--- src/rtl/csa_tree_pkg.sv ---
package csa_tree_pkg;

  // register stages inside the final lookahead adder
  localparam int MERGE_STAGES = 5;

  // rows left after one 3:2 level: each triple becomes two rows, leftovers pass
  function automatic int rows_after_level(input int rows);
    return (rows / 3) * 2 + (rows % 3);
  endfunction

  // number of 3:2 levels needed to reach two rows
  function automatic int level_count(input int rows);
    int r;
    int n;
    r = rows;
    n = 0;
    while (r > 2) begin
      r = rows_after_level(r);
      n++;
    end
    return n;
  endfunction

  // row count entering level lvl
  function automatic int rows_at_level(input int rows, input int lvl);
    int r;
    r = rows;
    for (int i = 0; i < lvl; i++) r = rows_after_level(r);
    return r;
  endfunction

  // partial-product register + compressor levels + adder stages
  function automatic int pipe_latency(input int width);
    return 1 + level_count(width) + MERGE_STAGES;
  endfunction

  // generate/propagate of a 4-wide slice, packed as {G, P}
  function automatic logic [1:0] gp4(input logic [3:0] g, input logic [3:0] p);
    logic gg;
    gg = g[3] | (p[3] & g[2]) | (p[3] & p[2] & g[1]) | (p[3] & p[2] & p[1] & g[0]);
    return {gg, &p};
  endfunction

endpackage

--- src/rtl/csa_tree_ppgen.sv ---
module csa_tree_ppgen #(
  parameter int WIDTH = 16,
  localparam int PW = 2 * WIDTH
) (
  input  logic                  clk,
  input  logic [WIDTH-1:0]      op_a,
  input  logic [WIDTH-1:0]      op_b,
  output logic [WIDTH*PW-1:0]   rows_q
);

  logic [WIDTH*PW-1:0] rows_d;

  // row k is op_a shifted by k, gated by bit k of op_b
  for (genvar k = 0; k < WIDTH; k++) begin : g_row
    assign rows_d[k*PW +: PW] = op_b[k] ? (PW'(op_a) << k) : '0;
  end

  always_ff @(posedge clk) rows_q <= rows_d;

endmodule

--- src/rtl/csa_tree_level.sv ---
module csa_tree_level #(
  parameter int PW      = 32,
  parameter int ROWS_IN = 16,
  localparam int ROWS_OUT = csa_tree_pkg::rows_after_level(ROWS_IN)
) (
  input  logic                     clk,
  input  logic                     rst,
  input  logic                     vin,
  input  logic [ROWS_IN*PW-1:0]    rows_in,
  output logic [ROWS_OUT*PW-1:0]   rows_out
);

  localparam int TRIPLES = ROWS_IN / 3;
  localparam int LEFT    = ROWS_IN % 3;

  function automatic logic [PW-1:0] fa_sum(input logic [PW-1:0] x, input logic [PW-1:0] y,
                                           input logic [PW-1:0] z);
    return x ^ y ^ z;
  endfunction

  function automatic logic [PW-1:0] fa_carry(input logic [PW-1:0] x, input logic [PW-1:0] y,
                                             input logic [PW-1:0] z);
    return ((x & y) | (x & z) | (y & z)) << 1;
  endfunction

  logic [ROWS_OUT*PW-1:0] rows_nxt;

  for (genvar t = 0; t < TRIPLES; t++) begin : g_fa
    assign rows_nxt[(2*t)*PW +: PW]   = fa_sum(rows_in[(3*t)*PW +: PW],
                                               rows_in[(3*t+1)*PW +: PW],
                                               rows_in[(3*t+2)*PW +: PW]);
    assign rows_nxt[(2*t+1)*PW +: PW] = fa_carry(rows_in[(3*t)*PW +: PW],
                                                 rows_in[(3*t+1)*PW +: PW],
                                                 rows_in[(3*t+2)*PW +: PW]);
  end

  for (genvar r = 0; r < LEFT; r++) begin : g_pass
    assign rows_nxt[(2*TRIPLES+r)*PW +: PW] = rows_in[(3*TRIPLES+r)*PW +: PW];
  end

  always_ff @(posedge clk) rows_out <= rows_nxt;

  // row totals, brought out for the level check
  logic [PW-1:0] in_total;
  logic [PW-1:0] out_total;

  always_comb begin
    in_total = '0;
    for (int i = 0; i < ROWS_IN; i++) in_total = in_total + rows_in[i*PW +: PW];
  end

  always_comb begin
    out_total = '0;
    for (int i = 0; i < ROWS_OUT; i++) out_total = out_total + rows_out[i*PW +: PW];
  end

  AST_LEVEL_SUM_KEPT: assert property (@(posedge clk) disable iff (rst) $past(vin) |-> (out_total == $past(in_total)));

endmodule

--- src/rtl/csa_tree_merge.sv ---
module csa_tree_merge #(
  parameter int W = 32
) (
  input  logic          clk,
  input  logic          rst,
  input  logic          vin,
  input  logic [W-1:0]  op_x,
  input  logic [W-1:0]  op_y,
  output logic [W-1:0]  sum_q
);
  import csa_tree_pkg::*;

  localparam int WP = ((W + 15) / 16) * 16;
  localparam int NB = WP / 4;
  localparam int NG = WP / 16;

  // stage 1: bit and block generate/propagate
  logic [WP-1:0] xe, ye, g0, p0;
  logic [NB-1:0] bg0, bp0;
  assign xe = WP'(op_x);
  assign ye = WP'(op_y);
  assign g0 = xe & ye;
  assign p0 = xe ^ ye;

  for (genvar b = 0; b < NB; b++) begin : g_blk
    assign {bg0[b], bp0[b]} = gp4(g0[4*b +: 4], p0[4*b +: 4]);
  end

  logic [WP-1:0] s1_g, s1_p;
  logic [NB-1:0] s1_bg, s1_bp;
  always_ff @(posedge clk) begin
    s1_g  <= g0;
    s1_p  <= p0;
    s1_bg <= bg0;
    s1_bp <= bp0;
  end

  // stage 2: group generate/propagate over four blocks
  logic [NG-1:0] gg1, gp1;
  for (genvar k = 0; k < NG; k++) begin : g_grp
    assign {gg1[k], gp1[k]} = gp4(s1_bg[4*k +: 4], s1_bp[4*k +: 4]);
  end

  logic [WP-1:0] s2_g, s2_p;
  logic [NB-1:0] s2_bg, s2_bp;
  logic [NG-1:0] s2_gg, s2_gp;
  always_ff @(posedge clk) begin
    s2_g  <= s1_g;
    s2_p  <= s1_p;
    s2_bg <= s1_bg;
    s2_bp <= s1_bp;
    s2_gg <= gg1;
    s2_gp <= gp1;
  end

  // stage 3: carry into each group
  logic [NG-1:0] gc2;
  always_comb begin
    logic c;
    c = 1'b0;
    for (int k = 0; k < NG; k++) begin
      gc2[k] = c;
      c = s2_gg[k] | (s2_gp[k] & c);
    end
  end

  logic [WP-1:0] s3_g, s3_p;
  logic [NB-1:0] s3_bg, s3_bp;
  logic [NG-1:0] s3_gc;
  always_ff @(posedge clk) begin
    s3_g  <= s2_g;
    s3_p  <= s2_p;
    s3_bg <= s2_bg;
    s3_bp <= s2_bp;
    s3_gc <= gc2;
  end

  // stage 4: carry into each block from its group carry
  logic [NB-1:0] bc3;
  always_comb begin
    logic c;
    for (int b = 0; b < NB; b++) begin
      c = s3_gc[b/4];
      for (int m = 0; m < b % 4; m++)
        c = s3_bg[(b/4)*4 + m] | (s3_bp[(b/4)*4 + m] & c);
      bc3[b] = c;
    end
  end

  logic [WP-1:0] s4_g, s4_p;
  logic [NB-1:0] s4_bc;
  always_ff @(posedge clk) begin
    s4_g  <= s3_g;
    s4_p  <= s3_p;
    s4_bc <= bc3;
  end

  // stage 5: bit carries inside each block, then the sum bits
  logic [W-1:0] sum5;
  always_comb begin
    logic c;
    for (int i = 0; i < W; i++) begin
      c = s4_bc[i/4];
      for (int m = 0; m < i % 4; m++)
        c = s4_g[(i/4)*4 + m] | (s4_p[(i/4)*4 + m] & c);
      sum5[i] = s4_p[i] ^ c;
    end
  end

  always_ff @(posedge clk) sum_q <= sum5;

  AST_MERGE_EXACT: assert property (@(posedge clk) disable iff (rst) $past(vin, 5) |-> (sum_q == $past(op_x + op_y, 5)));

endmodule

--- src/rtl/csa_tree_mult.sv ---
module csa_tree_mult #(
  parameter int WIDTH = 16
) (
  input  logic                  clk,
  input  logic                  rst,
  input  logic                  in_valid,
  input  logic [WIDTH-1:0]      in_a,
  input  logic [WIDTH-1:0]      in_b,
  output logic                  out_valid,
  output logic [2*WIDTH-1:0]    out_product
);
  import csa_tree_pkg::*;

  localparam int PW     = 2 * WIDTH;
  localparam int LEVELS = level_count(WIDTH);
  localparam int LAT    = pipe_latency(WIDTH);
  localparam int CNT_W  = $clog2(LAT + 1) + 1;

  // valid qualifier, one bit per register stage
  logic [LAT-1:0] vpipe;
  always_ff @(posedge clk) begin
    if (rst) vpipe <= '0;
    else     vpipe <= {vpipe[LAT-2:0], in_valid};
  end
  assign out_valid = vpipe[LAT-1];

  // rows between stages; level i drives entry i+1
  logic [WIDTH*PW-1:0] stage_rows [LEVELS+1];

  csa_tree_ppgen #(.WIDTH(WIDTH)) u_pp (
    .clk    (clk),
    .op_a   (in_a),
    .op_b   (in_b),
    .rows_q (stage_rows[0])
  );

  for (genvar i = 0; i < LEVELS; i++) begin : g_lvl
    localparam int RI = rows_at_level(WIDTH, i);
    localparam int RO = rows_after_level(RI);
    logic [RO*PW-1:0] lvl_out;

    csa_tree_level #(.PW(PW), .ROWS_IN(RI)) u_lvl (
      .clk      (clk),
      .rst      (rst),
      .vin      (vpipe[i]),
      .rows_in  (stage_rows[i][RI*PW-1:0]),
      .rows_out (lvl_out)
    );

    assign stage_rows[i+1] = (WIDTH*PW)'(lvl_out);
  end

  csa_tree_merge #(.W(PW)) u_add (
    .clk   (clk),
    .rst   (rst),
    .vin   (vpipe[LEVELS]),
    .op_x  (stage_rows[LEVELS][PW-1:0]),
    .op_y  (stage_rows[LEVELS][2*PW-1:PW]),
    .sum_q (out_product)
  );

  // pairs accepted and not yet delivered
  logic [CNT_W-1:0] pending;
  always_ff @(posedge clk) begin
    if (rst) pending <= '0;
    else     pending <= pending + CNT_W'(in_valid) - CNT_W'(out_valid);
  end

  AST_INFLIGHT_BOUND:   assert property (@(posedge clk) disable iff (rst) pending <= CNT_W'(LAT));
  AST_NO_ORPHAN_RESULT: assert property (@(posedge clk) disable iff (rst) out_valid |-> (pending != '0));
  AST_RESET_CLEARS:     assert property (@(posedge clk) disable iff (rst) $fell(rst) |-> !out_valid);

endmodule

--- config.mk ---
export PLATFORM = sky130hd
export DESIGN_NAME = csa_tree_mult
export DESIGN_NICKNAME = d
export VERILOG_FILES = /design/src/rtl/csa_tree_pkg.sv /design/src/rtl/csa_tree_ppgen.sv /design/src/rtl/csa_tree_level.sv /design/src/rtl/csa_tree_merge.sv /design/src/rtl/csa_tree_mult.sv
export SDC_FILE = /design/constraint.sdc
export NUM_CORES = 1
export LEC_CHECK = 0
export CAP_MARGIN = 20
export CORE_AREA = 2 2 234 236
export DETAILED_ROUTE_END_ITERATION = 16
export DIE_AREA = 0 0 236 238
export GPL_ROUTABILITY_DRIVEN = 0
export PLACE_DENSITY = 0.84
export SLEW_MARGIN = 0
export SYNTH_ARGS = -nofsm -noshare
export SYNTH_HDL_FRONTEND = slang
export SYNTH_SLANG_ARGS = --single-unit
export TNS_END_PERCENT = 30
--- constraint.sdc ---
create_clock -name clk -period 1.9 [get_ports clk]
set_input_delay 0.19 -clock clk [delete_from_list [all_inputs] [get_ports clk]]
set_output_delay 0.19 -clock clk [all_outputs]
set_load 0.1 [all_outputs]
* Word-level counts from Yosys, hierarchy flattened
Index checks and enable logic that the tools add are counted.
Word-level totals: bits in registers 1674, latch bits 0, bits in writable memories 0, memory bits (read-only) 0, bits of input ports 35, output and inout bits 33, word-level logic and storage cells 299, memories kept 0
Operators by class: add/subtract/negate cells 0, multiply operators 0, div/mod/pow operators 0, magnitude comparators 0, eq/ne operators 0, shift operators 0, multiplexer cells 0, bitwise logic cells 251, reductions and logical operators 7
Operator list (number):
- $and 31x31->31 | 43
- $or 31x31->31 | 28
- $xor 32x32->32 | 19
- $and 1x1->1 | 68
- $or 1x1->1 | 52
- $xor 32x18->32 | 1
- $xor 32x21->32 | 1
- $xor 32x24->32 | 1
- $xor 32x27->32 | 1
- $xor 32x30->32 | 1
- $xor 1x1->1 | 31
- $xor 28x29->29 | 1
- $reduce_and 4->1 | 7
- $xor 25x26->26 | 1
- $xor 22x23->23 | 1
- $xor 19x20->20 | 1
- $xor 16x17->17 | 1

* Longest topological paths before layout
depth after elaboration 7, depth in mapped cells 7, gate-level depth less buffers 7

* Modules after synthesis
From an unflattened synthesis, not the netlist that was laid out.
Unflattened totals: cell total of the unflattened synthesis 2804, area, all modules 47132.7 um2
By module, submodules not included:
- csa_tree_level (g_lvl[0].u_lvl) | instances 1, cells an instance 513, area each 10209.8 um2, seq. area each 6946.7 um2
- csa_tree_ppgen | instances 1, cells an instance 801, area each 8991.1 um2, seq. area each 5124.9 um2
- csa_tree_merge | instances 1, cells an instance 436, area each 7125.6 um2, seq. area each 6005.8 um2
- csa_tree_level (g_lvl[1].u_lvl) | instances 1, cells an instance 353, area each 7024.2 um2, seq. area each 5064.9 um2
- csa_tree_level (g_lvl[2].u_lvl) | instances 1, cells an instance 257, area each 5111.2 um2, seq. area each 3803.6 um2
- csa_tree_level (g_lvl[3].u_lvl) | instances 1, cells an instance 193, area each 3829.9 um2, seq. area each 2522.4 um2
- csa_tree_level (g_lvl[4].u_lvl) | instances 1, cells an instance 129, area each 2557.5 um2, seq. area each 1901.8 um2
- csa_tree_level (g_lvl[5].u_lvl) | instances 1, cells an instance 97, area each 1916.8 um2, seq. area each 1261.2 um2
- csa_tree_mult | instances 1, cells an instance 25, area each 366.6 um2, seq. area each 240.2 um2

* Worst setup path before layout
Ideal clock, no wire load.
path type reg-to-reg, start reg u_add.s4_bc[2], end reg u_add.sum_q[11], setup time 72 ps, arrival 1445 ps, data required time 1828 ps, slack 383 ps, stages on the path, launching flop included 8, buffers on the path 0, period minus slack after synthesis 1517 ps, cell sequence dfxtp_1 ha_1 or2_1 ha_1 or2_1 ha_1 nor2_1 xnor2_1
Between the ends: longest elaborated chain between the ends 7
Ends and longest elaborated chain:
- start: declaration | line csa_tree_merge.sv:91 | logic [NB-1:0] s4_bc;
- start signal: assignment | line csa_tree_merge.sv:95 | s4_bc <= bc3;
- $and 1x1->1 | line csa_tree_merge.sv:105 | c = s4_g[(i/4)*4 + m] | (s4_p[(i/4)*4 + m] & c);
- $or 1x1->1 | line csa_tree_merge.sv:105
- $and 1x1->1 | line csa_tree_merge.sv:105
- $or 1x1->1 | line csa_tree_merge.sv:105
- $and 1x1->1 | line csa_tree_merge.sv:105
- $or 1x1->1 | line csa_tree_merge.sv:105
- $xor 1x1->1 | line csa_tree_merge.sv:106 | sum5[i] = s4_p[i] ^ c;
- net u_add.sum5[11] | line csa_tree_merge.sv:99 | logic [W-1:0] sum5;
- end signal: assignment | line csa_tree_merge.sv:110 | always_ff @(posedge clk) sum_q <= sum5;
- end: declaration | line csa_tree_merge.sv:9 | output logic [W-1:0] sum_q
The timed path passes the listed nets, and every way through them passes these cells. A chain may end at the register's enable or synchronous reset.

* Worst setup path after layout
start reg u_add.s4_p[24], end reg u_add.sum_q[27]
Between the ends: longest elaborated chain between the ends 7
Ends and longest elaborated chain:
- start: declaration | line csa_tree_merge.sv:90 | logic [WP-1:0] s4_g, s4_p;
- start signal: assignment | line csa_tree_merge.sv:94 | s4_p <= s3_p;
- $and 1x1->1 | line csa_tree_merge.sv:105
- $or 1x1->1 | line csa_tree_merge.sv:105
- $and 1x1->1 | line csa_tree_merge.sv:105
- $or 1x1->1 | line csa_tree_merge.sv:105
- $and 1x1->1 | line csa_tree_merge.sv:105
- $or 1x1->1 | line csa_tree_merge.sv:105
- $xor 1x1->1 | line csa_tree_merge.sv:106
- net u_add.sum5[27] | line csa_tree_merge.sv:99
The timed path passes the listed nets, and every way through them passes these cells.

==> run_results.csv <==
group,metric,value,unit
sta,tns,0,ns
drt,wl_per_cell,19.7,um
die,fp.dieH,238,um
critical_path,critPathArrivalTime,2.21,ns
synthesis,syn_inst,1854,
clock_network,tritoncts,"done",
synthesis,ys_seq_area_share,76.4,%
critical_path,startpoint_type,"register",
clock_network,postCtsHoldBufs,0,
worst_hold_path,min_path_type,"in -> reg",
synthesis,synthesis.nets,2184,
placement,port_buffers,67,
grt,grt_overflow_total,0,
sta,period_share,86.1,%
die,coreArea,0.0535,mm^2
layout,layout.nets,2333,
sta,slew_headroom,46.2,%
clock_network,path_clk_slew,0.06,ns
clock_network,insertion_delay,0.65,ns
grt,antenna_found_initial,7,
sta,hold_viol,0,
synthesis,synthTopCellsByArea,"dfxtp_1 76%, fa_1 13%, and2_1 5.1%",
layout,drive_gt1_share,9.97,%
sta,finalClockSkew,0.0340,ns
clock_network,cts.sinks,1197,
drt,dr.pass1.iters,4,
synthesis,avgSynthCellArea,16.9,um^2
pwr,p_leak,0.0156,uW
pwr,powerDensity,1700,mW/mm^2
synthesis,yosysWarningCount,0,
status,status,"completed",
critical_path,r2r-start,"u_add.s4_p[24]",
synthesis,synth_cell_types,16,
drt,drtIter0Drc,674,
die,rows,85,
clock_network,post-cts-setup-buffers,0,
layout,fin_util,67.6,%
sta,finalSetupViolCount,0,
sta,fin_crit,1.64,ns
critical_path,rrSetupSlack,0.26,ns
placement,hpwl,29400,um
die,pin_count,68,
worst_hold_path,min_delay_path_depth,2,
synthesis,synth_area,0.0314,mm^2
critical_path,path_max_fanout,1,
synthesis,yosys.area.top_type,"dfxtp_1",
critical_path,critPathRequiredTime,2.47,ns
clock_network,cts_resized,0,
grt,grt_max_degree,18,
grt,grt_pass1_wl,84600,um
worst_hold_path,holdCritStartpoint,"in_valid",
layout,seqCellArea,0.0240,mm^2
clock_network,cts-root-buf,"clkbuf_16",
layout,diodes,0,
die,die-area,0.0562,mm^2
critical_path,reg2regPathDepth,7,
layout,multi_input_area,0.00720,mm^2
drt,vias_per_cell,4.70,
die,die_x,236,um
drt,ant_nets,0,
layout,synthToLayoutAreaGrowth,15.4,%
sta,max_freq,611,MHz
critical_path,end_kind,"register",
drt,route.vias.total,13100,
critical_path,timing.rr.end,"u_add.sum_q[27]",
run,drv_cap,0,
layout,n_fill_cell,3094,
grt,grt_pass1_vias,15300,
clock_network,cts_max_level,3,
grt,grt_usage,20.2,%
synthesis,ys_ff_latch,1197,
synthesis,yosys.area.top_type_share,76.4,%
clock_network,numCtsBuffers,102,
clock_network,cts.path.max_buffers,3,
sta,worstMarginPinSlew,0.805,ns
worst_hold_path,holdPathEnd,"vpipe[0]",
sta,drv_slew,0,
drt,drc,0,
critical_path,critical_path_class,"reg -> reg",
pwr,ir_drop,0.898,mV
sta,rsz0062_at_grt,"no",
drt,drt_wl_total,54800,um
die,start_util,58.6,%
sta,fin_hold_ws,0.148,ns
-- worst max path at each step --
stage,slack (ns),cells after the start,end,from
after floorplan,0.38,7,u_add.sum_q[11],u_add.s4_bc[2]
after global placement,0.30,7,u_add.sum_q[27],u_add.s4_bc[6]
after detailed placement,0.27,7,u_add.sum_q[27],u_add.s4_bc[6]
after CTS,0.26,7,u_add.sum_q[27],u_add.s4_bc[6]
after global routing,0.16,7,u_add.sum_q[31],u_add.s4_bc[7]
final,0.26,7,u_add.sum_q[27],u_add.s4_p[24]
-- cell families (layout without fill, tap and decap cells) --
group	Yosys count	in the layout	synth area share [%]
flops	1197	1197	76.4
simple gates	301	301	5.84
fa+ha+maj	295	295	16.6
buf+inv	33	266	0.591
compound gates	22	22	0.411
xor+xnor	6	6	0.168
-- registers in the layout (all words and copies together), names as in the netlist, 6 cells and up --
signal / cells
u_add.s1_g: 18
u_add.s3_g: 18
u_add.s1_bg: 6
u_add.s4_p: 32
u_add.s1_p: 32
u_add.s4_bc: 6
u_add.s2_p: 32
u_add.s3_p: 32
u_pp.rows_q: 256
u_add.s4_g: 18
g_lvl.u_lvl.rows_out: 660
vpipe: 12
u_add.s2_g: 18
u_add.sum_q: 32
-- final cells by class --
type / count / area share [%]
Timing Repair Buffer: 78 / 1.85
Clock inverter: 39 / 1.30
Sequential cell: 1197 / 66.2
Multi-Input combinational cell: 624 / 19.9
Tap cell: 696 / 2.41
Clock buffer: 149 / 8.30
-- per-stage QoR --
step                cells  setup WS (ns)  power [uW]  instance area, um^2
finish               2783          0.264       61700                36200
global route         2783          0.164       64100                36200
CTS                  2783          0.255       62200                36200
detailed placement   2595          0.274       40500                32700
global placement     2595          0.302       39800                32700
floorplan            1854          0.383       37500                31400
-- layer usage --
layer | wire length (um) | GRT usage (%) | share of wire [%] | up-vias
li1 | - | - | - | 6061
met4 | 2070 | 10.0 | 3.8 | 4
met3 | 2500 | 4.11 | 4.6 | 142
met2 | 28800 | 36.5 | 52 | 312
met5 | 26 | 0 | 0.047 | -
met1 | 21500 | 22.8 | 39 | 6552
-- critical path: stages (launching register included) --
cell	delay, ns
dfxtp_1	0.30
ha_1	0.16
or2_1	0.24
ha_1	0.19
or2_1	0.23
ha_1	0.18
nor2_1	0.14
xnor2_1	0.13
-- synthesized netlist by cell type --
cell      number
dfxtp_1     1197
and2_1       256
fa_1         200
ha_1          95
buf_2         17
nor2b_1       12
or2_1         12
nor2_1        11
a21oi_1       10
nand2_1       10
buf_4          8
clkbuf_2       8
a21o_1         6
xnor2_1        6
o21ai_1        5
a31o_1         1
-- report_power, final --
group | total [uW] | leakage [uW] | switching [uW] | internal [uW]
sequential | 33200 | 0.00997 | 2380 | 30900
clock | 21000 | 0.00171 | 8760 | 12200
combinational | 7420 | 0.00388 | 4830 | 2580
total | 61700 | 0.0156 | 16000 | 45700
-- cell usage in the layout (no fill, tap or decap), drive strengths merged --
master         count
xnor2              6
bufinv             9
or2               12
a21oi             10
clkinvlp           3
nand2             10
nor2b             12
and2             256
dfxtp           1197
ha                95
clkinv            20
buf               44
a31o               1
nor2              11
a21o               6
fa               200
o21ai              5
clkbuf           149
clkdlybuf4s50     34
inv                7
Power figures use the tool's default switching activity.
